### src/rtl/ccf_pkg.sv
package ccf_pkg;
  localparam int NUM_CH   = 3;
  localparam int FLAG_LSB = 1;
  localparam int ADDR_W   = 3;

  localparam logic [ADDR_W-1:0] ADR_STAT = 3'd0;
  localparam logic [ADDR_W-1:0] ADR_IEN  = 3'd1;
  localparam logic [ADDR_W-1:0] ADR_CNT  = 3'd2;
  localparam int                GR_BASE  = 3;
endpackage

### src/rtl/ccf_counter.sv
module ccf_counter #(
  parameter int W = 16
) (
  input  logic         clk_i,
  input  logic         rst_ni,
  input  logic         en_i,
  input  logic         ld_i,
  input  logic [W-1:0] ld_val_i,
  output logic [W-1:0] cnt_o,
  output logic [W-1:0] cnt_nxt_o,
  output logic         inc_o
);
  logic [W-1:0] cnt_q;

  assign cnt_nxt_o = cnt_q + W'(1);
  assign inc_o     = en_i & ~ld_i;
  assign cnt_o     = cnt_q;

  always_ff @(posedge clk_i or negedge rst_ni) begin
    if (!rst_ni)    cnt_q <= '0;
    else if (ld_i)  cnt_q <= ld_val_i;
    else if (en_i)  cnt_q <= cnt_nxt_o;
  end
endmodule

### src/rtl/ccf_cap_edge.sv
module ccf_cap_edge #(
  parameter int STAGES = 2
) (
  input  logic clk_i,
  input  logic rst_ni,
  input  logic din_i,
  output logic rise_o
);
  logic [STAGES-1:0] sync_q;
  logic              last_q;

  always_ff @(posedge clk_i or negedge rst_ni) begin
    if (!rst_ni) begin
      sync_q <= '0;
      last_q <= 1'b0;
    end else begin
      sync_q <= {sync_q[STAGES-2:0], din_i};
      last_q <= sync_q[STAGES-1];
    end
  end

  assign rise_o = sync_q[STAGES-1] & ~last_q;
endmodule

### src/rtl/ccf_channel.sv
module ccf_channel #(
  parameter int W = 16
) (
  input  logic         clk_i,
  input  logic         rst_ni,
  input  logic         cap_mode_i,
  input  logic         cap_rise_i,
  input  logic [W-1:0] cnt_i,
  input  logic [W-1:0] cnt_nxt_i,
  input  logic         cnt_inc_i,
  input  logic         gr_wr_i,
  input  logic [W-1:0] wdata_i,
  input  logic         stat_rd_i,
  input  logic         stat_wr_i,
  input  logic         wbit_i,
  output logic [W-1:0] gr_o,
  output logic         flag_o
);
  logic [W-1:0] gr_q;
  logic         flag_q, seen_q;
  logic         cap_hit, cmp_hit, set_req, clr_try;

  assign cap_hit = cap_mode_i & cap_rise_i;
  // compare against the value the counter is stepping onto
  assign cmp_hit = ~cap_mode_i & cnt_inc_i & (cnt_nxt_i == gr_q);
  assign set_req = cap_hit | cmp_hit;
  assign clr_try = stat_wr_i & ~wbit_i;

  always_ff @(posedge clk_i or negedge rst_ni) begin
    if (!rst_ni)       gr_q <= '0;
    else if (cap_hit)  gr_q <= cnt_i;
    else if (gr_wr_i)  gr_q <= wdata_i;
  end

  always_ff @(posedge clk_i or negedge rst_ni) begin
    if (!rst_ni)                  seen_q <= 1'b0;
    else if (clr_try)             seen_q <= 1'b0;
    else if (stat_rd_i && flag_q) seen_q <= 1'b1;
  end

  always_ff @(posedge clk_i or negedge rst_ni) begin
    if (!rst_ni)                 flag_q <= 1'b0;
    else if (set_req)            flag_q <= 1'b1;
    else if (clr_try && seen_q)  flag_q <= 1'b0;
  end

  assign gr_o   = gr_q;
  assign flag_o = flag_q;
endmodule

### src/rtl/cc_timer_flags.sv
module cc_timer_flags
  import ccf_pkg::*;
#(
  parameter int CNT_W       = 16,
  parameter int SYNC_STAGES = 2
) (
  input  logic              clk_i,
  input  logic              rst_ni,
  input  logic              cnt_en_i,
  input  logic [ADDR_W-1:0] addr_i,
  input  logic              rd_i,
  input  logic              wr_i,
  input  logic [CNT_W-1:0]  wdata_i,
  output logic [CNT_W-1:0]  rdata_o,
  input  logic [NUM_CH-1:0] cap_i,
  input  logic [NUM_CH-1:0] cap_mode_i,
  output logic [NUM_CH-1:0] irq_o
);
  logic [CNT_W-1:0]              cnt_q, cnt_nxt;
  logic                          cnt_inc;
  logic [NUM_CH-1:0]             flag_q, ien_q, cap_rise;
  logic [NUM_CH-1:0][CNT_W-1:0]  gr_q;
  logic [CNT_W-1:0]              rd_mux, rdata_q;
  logic                          stat_rd, stat_wr;

  assign stat_rd = rd_i & (addr_i == ADR_STAT);
  assign stat_wr = wr_i & (addr_i == ADR_STAT);

  ccf_counter #(.W(CNT_W)) u_cnt (
    .clk_i    (clk_i),
    .rst_ni   (rst_ni),
    .en_i     (cnt_en_i),
    .ld_i     (wr_i & (addr_i == ADR_CNT)),
    .ld_val_i (wdata_i),
    .cnt_o    (cnt_q),
    .cnt_nxt_o(cnt_nxt),
    .inc_o    (cnt_inc)
  );

  for (genvar g = 0; g < NUM_CH; g++) begin : g_ch
    ccf_cap_edge #(.STAGES(SYNC_STAGES)) u_edge (
      .clk_i (clk_i),
      .rst_ni(rst_ni),
      .din_i (cap_i[g]),
      .rise_o(cap_rise[g])
    );

    ccf_channel #(.W(CNT_W)) u_ch (
      .clk_i     (clk_i),
      .rst_ni    (rst_ni),
      .cap_mode_i(cap_mode_i[g]),
      .cap_rise_i(cap_rise[g]),
      .cnt_i     (cnt_q),
      .cnt_nxt_i (cnt_nxt),
      .cnt_inc_i (cnt_inc),
      .gr_wr_i   (wr_i & (addr_i == ADDR_W'(GR_BASE + g))),
      .wdata_i   (wdata_i),
      .stat_rd_i (stat_rd),
      .stat_wr_i (stat_wr),
      .wbit_i    (wdata_i[FLAG_LSB+g]),
      .gr_o      (gr_q[g]),
      .flag_o    (flag_q[g])
    );
  end

  always_ff @(posedge clk_i or negedge rst_ni) begin
    if (!rst_ni)                          ien_q <= '0;
    else if (wr_i && addr_i == ADR_IEN)   ien_q <= wdata_i[FLAG_LSB +: NUM_CH];
  end

  always_comb begin
    rd_mux = '0;
    case (addr_i)
      ADR_STAT: rd_mux[FLAG_LSB +: NUM_CH] = flag_q;
      ADR_IEN:  rd_mux[FLAG_LSB +: NUM_CH] = ien_q;
      ADR_CNT:  rd_mux = cnt_q;
      default: begin
        for (int i = 0; i < NUM_CH; i++)
          if (addr_i == ADDR_W'(GR_BASE + i)) rd_mux = gr_q[i];
      end
    endcase
  end

  always_ff @(posedge clk_i or negedge rst_ni) begin
    if (!rst_ni)   rdata_q <= '0;
    else if (rd_i) rdata_q <= rd_mux;
  end

  assign rdata_o = rdata_q;
  assign irq_o   = flag_q & ien_q;
endmodule

### config.mk
export PLATFORM = sky130hd
export DESIGN_NAME = cc_timer_flags
export DESIGN_NICKNAME = d
export VERILOG_FILES = /design/src/rtl/ccf_pkg.sv /design/src/rtl/ccf_counter.sv /design/src/rtl/ccf_cap_edge.sv /design/src/rtl/ccf_channel.sv /design/src/rtl/cc_timer_flags.sv
export SDC_FILE = /design/constraint.sdc
export NUM_CORES = 1
export LEC_CHECK = 0
export CORE_ASPECT_RATIO = 1.1
export CORE_MARGIN = 8
export CORE_UTILIZATION = 53
export DETAILED_ROUTE_END_ITERATION = 6
export PLACE_DENSITY = 0.77
export SLEW_MARGIN = 5
export SYNTH_ARGS = -nofsm -noshare
export SYNTH_HDL_FRONTEND = slang
export SYNTH_SLANG_ARGS = --single-unit
### constraint.sdc
create_clock -name clk_i -period 2.4 [get_ports clk_i]
set_clock_uncertainty 0.2 [all_clocks]
set_input_delay 0.6 -clock clk_i [delete_from_list [all_inputs] [get_ports clk_i]]
set_output_delay 0.6 -clock clk_i [all_outputs]
set_load 0.1 [all_outputs]
==> Word level (Yosys, flattened, before mapping) <==
Index checks and enable logic that the tools add are counted.
W data, S select, Z words.
{ "totals": {"register_bits": 98} }
{ "classes": {"add_sub_neg": 1, "n_eq_ne": 8, "muxes": 26, "n_bitwise": 36, "reduce_logical": 19} }
{ "op_table": {"columns": ["op", "n"], "rows": [
  ["$mux W16", 11],
  ["$eq A16 B16 Y1", 3],
  ["$pmux W12 S2", 1],
  ["$and A1 B1 Y1", 22],
  ["$reduce_bool A2 Y1", 10],
  ["$add A16 B1 Y16 const B", 1],
  ["$mux W1", 12],
  ["$not A1 Y1", 10],
  ["$pmux W3 S3", 1],
  ["$logic_and A1 B1 Y1", 7],
  ["$eq A3 B2 Y1 const B", 2],
  ["$eq A3 B3 Y1 const B", 2],
  ["$and A3 B3 Y3", 1],
  ["$eq A3 B1 Y1 const B", 1],
  ["$logic_not A3 Y1", 1],
  ["$or A1 B1 Y1", 3],
  ["$pmux W1 S2", 1],
  ["$reduce_or A2 Y1", 1]
]} }

==> Longest topological paths before layout <==
Gate-level depths: netlist (run 1).
{ "depth": {"ltp_word": 8, "mapped_depth": 8, "depth_no_buf": 7} }

==> Modules after synthesis <==
From an unflattened synthesis (run 1), not the netlist that was laid out.
{ "unflattened": {"cells_unflattened": 566, "hier_area_um2": 5656.7} }
{ "by_module_without_submodules": {"columns": ["module", "n_inst", "cells_per_inst", "area_each_um2", "seq_area_each_um2"], "rows": [
  ["ccf_channel", 3, 101, 1007.2, 450.4],
  ["cc_timer_flags", 1, 123, 1253.7, 475.5],
  ["ccf_counter", 1, 128, 1114.8, 400.4],
  ["ccf_cap_edge", 3, 4, 88.8, 75.1]
]} }

==> Worst setup path before layout (run 1) <==
Ideal clock, no wire load.
{ "synth_timing": {"path_kind": "reg2reg", "startpoint": "reg u_cnt.cnt_q[0] (netlist: u_cnt.cnt_o[0])", "endpoint": "reg g_ch[1].u_ch.flag_q", "setup_time_ns": 0.092, "t_arrival_ns": 2.331, "setup_slack_ns": -0.222, "stages_incl_launch_ff": 8, "n_path_buf": 0, "synth_period_minus_slack_ns": 2.622, "cell_sequence": "dfrtp_1 > ha_1 > nand3_1 > nor4_1 > xnor2_1 > xnor2_1 > or4_1 > o31ai_2"} }
{ "synth_via": {"elab_chain_len": 5, "word_cells_on_any_way": 6} }
{ "synth_rtl": {"columns": ["element", "line", "rtl"], "rows": [
  ["start: declaration", "ccf_counter.sv:13", "logic [W-1:0] cnt_q;"],
  ["start signal: assignment", "ccf_counter.sv:21", "else if (ld_i) cnt_q <= ld_val_i;"],
  ["start signal: assignment", "ccf_counter.sv:22", "else if (en_i) cnt_q <= cnt_nxt_o;"],
  ["$add A16 B1 Y16 *", "ccf_counter.sv:15", "assign cnt_nxt_o = cnt_q + W'(1);"],
  ["$eq A16 B16 Y1 *", "ccf_channel.sv:25", "assign cmp_hit = ~cap_mode_i & cnt_inc_i & (cnt_nxt_i == gr_q);"],
  ["$and A1 B1 Y1 *", "ccf_channel.sv:25", null],
  ["$or A1 B1 Y1 *", "ccf_channel.sv:26", "assign set_req = cap_hit | cmp_hit;"],
  ["$mux W1 / $reduce_bool A2 Y1 (equally long branches)", null, null],
  ["end signal: assignment", "ccf_channel.sv:42", "if (!rst_ni) flag_q <= 1'b0;"],
  ["end signal: assignment", "ccf_channel.sv:43", "else if (set_req) flag_q <= 1'b1;"],
  ["end signal: assignment", "ccf_channel.sv:44", "else if (clr_try && seen_q) flag_q <= 1'b0;"],
  ["end: declaration", "ccf_channel.sv:20", "logic flag_q, seen_q;"]
]} }
Every way passes the cells marked *; elsewhere a longest branch is shown, timed or not.
A chain may end at the register's enable or synchronous reset.

==> Worst setup path after layout (run 1) <==
{ "layout_timing": {"startpoint": "reg u_cnt.cnt_q[4] (netlist: u_cnt.cnt_o[4])", "endpoint": "reg g_ch[0].u_ch.flag_q"} }
{ "layout_via": {"elab_chain_len": 5, "word_cells_on_any_way": 6} }
{ "layout_rtl": {"columns": ["element", "line"], "rows": [
  ["$add A16 B1 Y16 *", "ccf_counter.sv:15"],
  ["$eq A16 B16 Y1 *", "ccf_channel.sv:25"],
  ["$and A1 B1 Y1 *", "ccf_channel.sv:25"],
  ["$or A1 B1 Y1 *", "ccf_channel.sv:26"],
  ["$mux W1 / $reduce_bool A2 Y1 (equally long branches)", null],
  ["end signal: assignment", "ccf_channel.sv:42"],
  ["end signal: assignment", "ccf_channel.sv:43"],
  ["end signal: assignment", "ccf_channel.sv:44"],
  ["end: declaration", "ccf_channel.sv:20"]
]} }
Marks and branches as above.

==> results of run 1 <==
## critical path: cells and delay by family, from the launching register on
kind	cells	cell delay (ns)
buf+inv	1	0.22
simple gates	3	0.96
compound gates	2	0.31
xor+xnor	1	0.23
flops	1	0.39
## timing repair
action / 4_1_cts / 5_1_grt
endpoints found under the setup margin: 3 / 5
pin swaps: 1 / 2
cloned: 0 / 0
resized for setup: 17 / 8
## stage by stage
step	cell area, um2	TNS (ns)
floorplan	5980	0
global placement	7230	-8.55
global route	7690	-0.219
CTS	7630	-0.0319
detailed placement	7230	-10.36
finish	7690	0
## registers in the layout (all words and copies together) (netlist names)
| name | flops |
|---|---|
| g_ch.u_ch.flag_o | 3 |
| g_ch.u_edge.sync_q | 6 |
| ien_q | 3 |
| rdata_o | 16 |
| g_ch.u_edge.last_q | 3 |
| u_cnt.cnt_o | 16 |
| g_ch.u_ch.gr_o | 48 |
| g_ch.u_ch.seen_q | 3 |
## how the worst max path moves through the flow
| stage | to | start | cells past startpoint |
|---|---|---|---|
| finish | g_ch[0].u_ch.flag_o | u_cnt.cnt_o[4] | 7 |
| global route | g_ch[2].u_ch.flag_o | u_cnt.cnt_o[0] | 8 |
| CTS | g_ch[2].u_ch.flag_o | u_cnt.cnt_o[6] | 8 |
| detailed placement | g_ch[2].u_ch.flag_o | u_cnt.cnt_o[0] | 8 |
| global placement | g_ch[2].u_ch.flag_o | u_cnt.cnt_o[0] | 8 |
| floorplan | g_ch[0].u_ch.flag_o | u_cnt.cnt_o[0] | 8 |
## cell families (layout without fill, tap and decap cells)
kind of cell,count (synthesis),after routing
AND/OR/NAND/NOR,201,201
AO/OA/AOI/OAI,155,155
flip-flops,98,98
XOR/XNOR,69,69
multiplexers,62,62
buffers and inverters,58,162
adder cells (fa/ha/maj),1,1
## power by group through the flow
stage / Clock [W] / Sequential [W] / Combinational, W
after floorplan: 0 / 0.00260 / 0.00170
after global placement: 0 / 0.00235 / 0.00304
after detailed placement: 0 / 0.00238 / 0.00310
after CTS: 0.00160 / 0.00237 / 0.00317
after global routing: 0.00165 / 0.00242 / 0.00348
final: 0.00159 / 0.00239 / 0.00325
## cell type report
type | instances | area share, %
Multi-Input combinational cell | 488 | 44.8
Sequential cell | 98 | 31.9
Timing Repair Buffer | 140 | 16.4
Clock buffer | 10 | 2.98
Tap cell | 147 | 2.39
Clock inverter | 6 | 1.19
Inverter | 6 | 0.293
## cell usage after synthesis, drive strengths merged, types with 6 or more instances
library cell  instances  area [um2]
nand2                53         199
clkbuf               34         128
a21oi                52         260
xor2                 27         236
a221oi               31         272
xnor2                40         350
mux2i                46         460
nand4                13         109
dfrtp                98        2450
nor2                 74         283
mux2                 16         180
nand3                13        70.1
nor3                 10        50.1
nor2b                 6        37.5
o21ai                42         210
buf                  18        87.6
## per-layer routing
| metal | wire (um) | vias up | GRT usage [%] |
|---|---|---|---|
| li1 | - | 2508 | - |
| met1 | 7630 | 2667 | 32.5 |
| met2 | 9040 | 284 | 42.7 |
| met3 | 1420 | 69 | 4.71 |
| met4 | 1010 | 0 | 17.2 |
| met5 | 0 | - | 0 |
==> results.md, run 1 <==
- Post-Synth Adder-Cell Area: 0.210%
- Clock Power Share: 22.0%
- Worst R2R Setup Slack: 0.002 ns
- Iter 0 DRT Violations: 524
- Utilization after layout: 70.1%
- Vias per inst: 6.18
- Final Hold Viols: 0
- Initial antenna violation count: 0
- Die area: roughly 15000 um2
- Switching share of power: 41.2%
- Crit path capture type: register
- Number of global-route vias before repair: 5732
- Hpwl dp: 13700 um
- Area of the core: 11000 um2
- Yosys warning count: 0
- Clock-pin transition on the worst setup and hold timing paths: about 0.07 ns
- Leak pwr: 3.35 nW
- Ys async rst share: 100%
- Root Driver: clkbuf_16
- Initial Utilization: 54.3%
- Critical path type: register to register
- Die height: 127 um
- CP arrival: between 2 and 2.5 ns
- Routed len/inst: 21.3 um
- RSZ-0062 raised after global routing: yes
- I/O pin count: 49
- Gr ovfl total: 0
- Largest net degree at the start of global routing: 99
- Area of the multi-input gates: around 3400 um2
- Slowest CP cell: or4_1
- Worst Slack Setup Final: around 0.0021 ns
- R2r worst-path depth: 7
- Sequential share of the synthesized area: about two fifths
- Post-synthesis mux area share: a little over a tenth
- Status: finished, final reports clean
- Layout Nets: 774
- Reg area: 2450 um2
- Share of cells above drive strength 1: 23.7%
- Fin cells: 895
- Syn Inst Count: 644
- Final Wtd Congestion: 1.02
- Placed Cells: about 880
- Synth cell types: between 50 and 60
- Post-synthesis xor/xnor area fraction: a little over a tenth
- Fillcell total: 809
- Worst hold slack: 0.0449 ns
- Synthesized net count: 675
- Period minus WS final: ~2.4 ns
- Postcts setup bufs: 0
- # hold bufs at CTS: 0
- CP cell instances: buf_4, and4_4, nand3_1, xor2_2, o21ai_1, or4_1, o31ai_2
- Peak supply drop: around 0.74 mV
- Maximum Capacitance Violations: 0
- Final Power: about 0.0072 W
- #FFs+latches synth: 98
- GR Util All Layers: 26.7%
- RR Startpoint: u_cnt.cnt_o[4]
- CTS Buf Count: 9
- Final setup violation count: 0
- Critical path's largest stage delay: 0.55 ns
- Syn-to-layout area delta: 29.2%
- Simple-gate share of the synthesized area: 16.5%
- Net Sw Power: slightly below 0.003 W
- Worst slew pin tran: 0.573 ns
- Final Cycle Share: ~100%
- CP Launch Type: register
- Row count: 40
- Max H-tree Level: 3
- Most frequent cells in the layout: buf_4, dfrtp_1, nor2_1
- Cell Area, Synth: just under 6000 um2
- P per Cell Area: 941 nW/um2
- Cell Int Power: 0.00425 W
- Drt drc: 0
- Clock Latency Late Sink: 0.36 ns
- EDFF count, synth: 0
- Class of the worst hold path: primary input to asynchronous set/reset pin
- FF-to-FF End: g_ch[0].u_ch.flag_o
- Die span in x: ~120 um
- DRT Pass-1 Iters: 5
- Vias post-DR: ~5500
- Main flop type after synthesis: dfrtp_1
- Main combinational cell family by area after synthesis: compound AO/OA/AOI/OAI gates
- F_max: around 420 MHz
- Clock tree buffer depth: 2
- Required @ worst endpoint: 2.48 ns
- Port Buffer Count: 48
- Place WS: -0.423 ns
- Complex-gate fraction of the synthesized area: between 10% and 20%
- Clk sinks: about 100
- N_diodes: 0
- Largest fanout on the critical path: 12
- Antenna Nets Post-Route: 0
- Mean Syn Cell Area: 9.24 um2
- Most common cell after layout, fill and taps aside: buf_4
- Final Max Tran Viols: 0
- Share of power burned in registers: about a third
- Slew headroom: 61.8%
- CTS tree: done
- First-pass GRT wire length: about 30000 um
- Total wire length: about 19000 um
- Gate power share: 45.0%
No activity file was read; power rests on OpenSTA's default activity.
==> run 2, diff against run 1 <==
--- a/config.mk
+++ b/config.mk
@@ -9,6 +9,7 @@
 export CORE_MARGIN = 8
 export CORE_UTILIZATION = 53
 export DETAILED_ROUTE_END_ITERATION = 6
+export GPL_TIMING_DRIVEN = 0
 export PLACE_DENSITY = 0.77
 export SLEW_MARGIN = 5
 export SYNTH_ARGS = -nofsm -noshare
==> run 2 against run 1 <==
Compared with the run above: the flow now finishes with violations (setup timing); critical path type unchanged; sequential power about the same; flip-flop and latch count unchanged; non-clock buffer count down 35; largest power group unchanged; final cell count down 3.9%.
==> results.md, run 2 (synthesis results as in run 1) <==
- Status: finished with violations
- Failing checks: setup timing
- Gr ovfl total: 0
- Initial antenna violation count: 0
- Clock Latency Late Sink: 0.36 ns
- Most frequent cells in the layout: dfrtp_1, nor2_1, nand2_1
- Final Hold Viols: 0
- Maximum Capacitance Violations: 0
- Worst slew pin tran: between 0.9 and 1 ns
- FF-to-FF End: g_ch[0].u_ch.flag_o
- Final Cycle Share: 102%
- Area of the multi-input gates: 3450 um2
- Area of the core: 11000 um2
- Final instance area: 7270 um2
- Net Sw Power: 0.00293 W
- Final Max Tran Viols: 0
- Number of global-route vias before repair: 5427
- RSZ-0062 raised after global routing: yes
- Share of cells above drive strength 1: ~17%
- P per Cell Area: 964 nW/um2
- Reg area: 2460 um2
- RR Startpoint: u_cnt.cnt_o[0]
- # hold bufs at CTS: 0
- Placement Cell Area: 6640 um2
- DRT Pass-1 Iters: 5
- Critical path's largest stage delay: ~0.52 ns
- Period minus WS final: roughly 2.5 ns
- Vias post-DR: 5504
- CP startpoint: u_cnt.cnt_o[0]
- Row count: 40
- N_diodes: 0
- CTS Buf Count: 9
- Top delay family on crit path: simple AND/OR/NAND/NOR gates
- Peak supply drop: 0.543 mV
- Routed len/inst: 24.0 um
- Drt drc: 0
- Critical path type: register to register
- Class of the worst hold path: primary input to asynchronous set/reset pin
- Hpwl dp: 14400 um
- Cell Int Power: 0.00407 W
- Layout Nets: 739
- Total wire length: 20700 um
- Slowest CP cell: or4_1
- F_max: 408 MHz
- Vias per inst: 6.40
- Largest net degree at the start of global routing: 51
- Die span in x: between 100 and 150 um
- CP arrival: 2.52 ns
- First-pass GRT wire length: 31000 um
- Final Wtd Congestion: approximately 1
- Port Buffer Count: 45
- Max H-tree Level: 3
- Max reg flops: 48
- Iter 0 DRT Violations: between 400 and 500
- GR Util All Layers: 28.0%
- Worst hold slack: 0.0621 ns
- Initial Utilization: 54.3%
- Clock tree buffer depth: 2
- Required @ worst endpoint: 2.47 ns
- Final setup violation count: 4
- Syn-to-layout area delta: 22.1%
- Slew headroom: 35.3%
- Antenna Nets Post-Route: 0
- Largest fanout on the critical path: 5
- Worst Slack Setup Final: -0.0508 ns
- Share of power burned in registers: 34.2%
- Gate power share: 42.8%
- CP Buf/Inv Count: 0
- Clk sinks: approximately 100
- CTS tree: done
- Worst R2R Setup Slack: -0.05 ns
- Die area: 14900 um2
- Die height: 127 um
- Switching share of power: 41.9%
- Leak pwr: about 3.1 nW
- Utilization after layout: between 60% and 70%
- CP Launch Type: register
- Clock Power Share: 23.0%
- I/O pin count: 49
- Root Driver: clkbuf_16
- CP cell instances: ha_4, nand3_4, nor4_4, xnor2_2, xnor2_1, or4_1, o31ai_2
- Fillcell total: ~920
- Crit path capture type: register
- Most common cell after layout, fill and taps aside: dfrtp_1
- R2r worst-path depth: 7
- Clock-pin transition on the worst setup and hold timing paths: 0.07 ns
-- run 2: worst max-delay path by stage --
stage | slack, ns | endpoint | cells after the start
after floorplan | 0.02 | g_ch[0].u_ch.flag_o | 8
after global placement | -3.03 | g_ch[0].u_ch.gr_o[11] | 1
after detailed placement | -0.93 | g_ch[1].u_ch.flag_o | 6
after CTS | -0.03 | g_ch[1].u_ch.flag_o | 7
after global routing | -0.17 | g_ch[0].u_ch.flag_o | 7
final | -0.05 | g_ch[0].u_ch.flag_o | 7
-- run 2: cell type report --
| class | instances | share of cell area [%] |
|---|---|---|
| Clock buffer | 12 | 3.53 |
| Inverter | 6 | 0.310 |
| Sequential cell | 98 | 33.9 |
| Timing Repair Buffer | 57 | 7.53 |
| Multi-Input combinational cell | 488 | 47.5 |
| Clock inverter | 4 | 1.02 |
| Buffer | 48 | 3.70 |
| Tap cell | 147 | 2.53 |
-- run 2: power groups by stage --
stage / registers [W] / logic [W] / clock network (W)
6_report: 0.00240 / 0.00300 / 0.00161
5_1_grt: 0.00243 / 0.00318 / 0.00167
4_1_cts: 0.00236 / 0.00286 / 0.00162
3_5_place_dp: 0.00237 / 0.00275 / 0
3_3_place_gp: 0.00236 / 0.00270 / 0
2_1_floorplan: 0.00260 / 0.00170 / 0
-- run 2: what timing repair did --
item / in CTS / in global routing
setup endpoints to repair: 89 / 49
setup buffers: 4 / 7
resized for setup: 77 / 40
pin swaps: 4 / 10
-- run 2: layer usage --
layer / wire length, um / global-route usage [%]
met5: 0 / 0
met4: 877 / 15.3
met1: 8400 / 35.6
met3: 1810 / 6.69
met2: 9580 / 42.7
-- run 2: metrics by stage --
stage	setup TNS [ns]	setup slack (ns)	power, W	cells
after floorplan	0	0.0208	0.00430	644
after global placement	-347.98	-3.03	0.00506	836
after detailed placement	-54.41	-0.928	0.00512	837
after CTS	-0.0297	-0.0297	0.00684	853
after global routing	-0.551	-0.167	0.00727	860
final	-0.121	-0.0508	0.00700	860
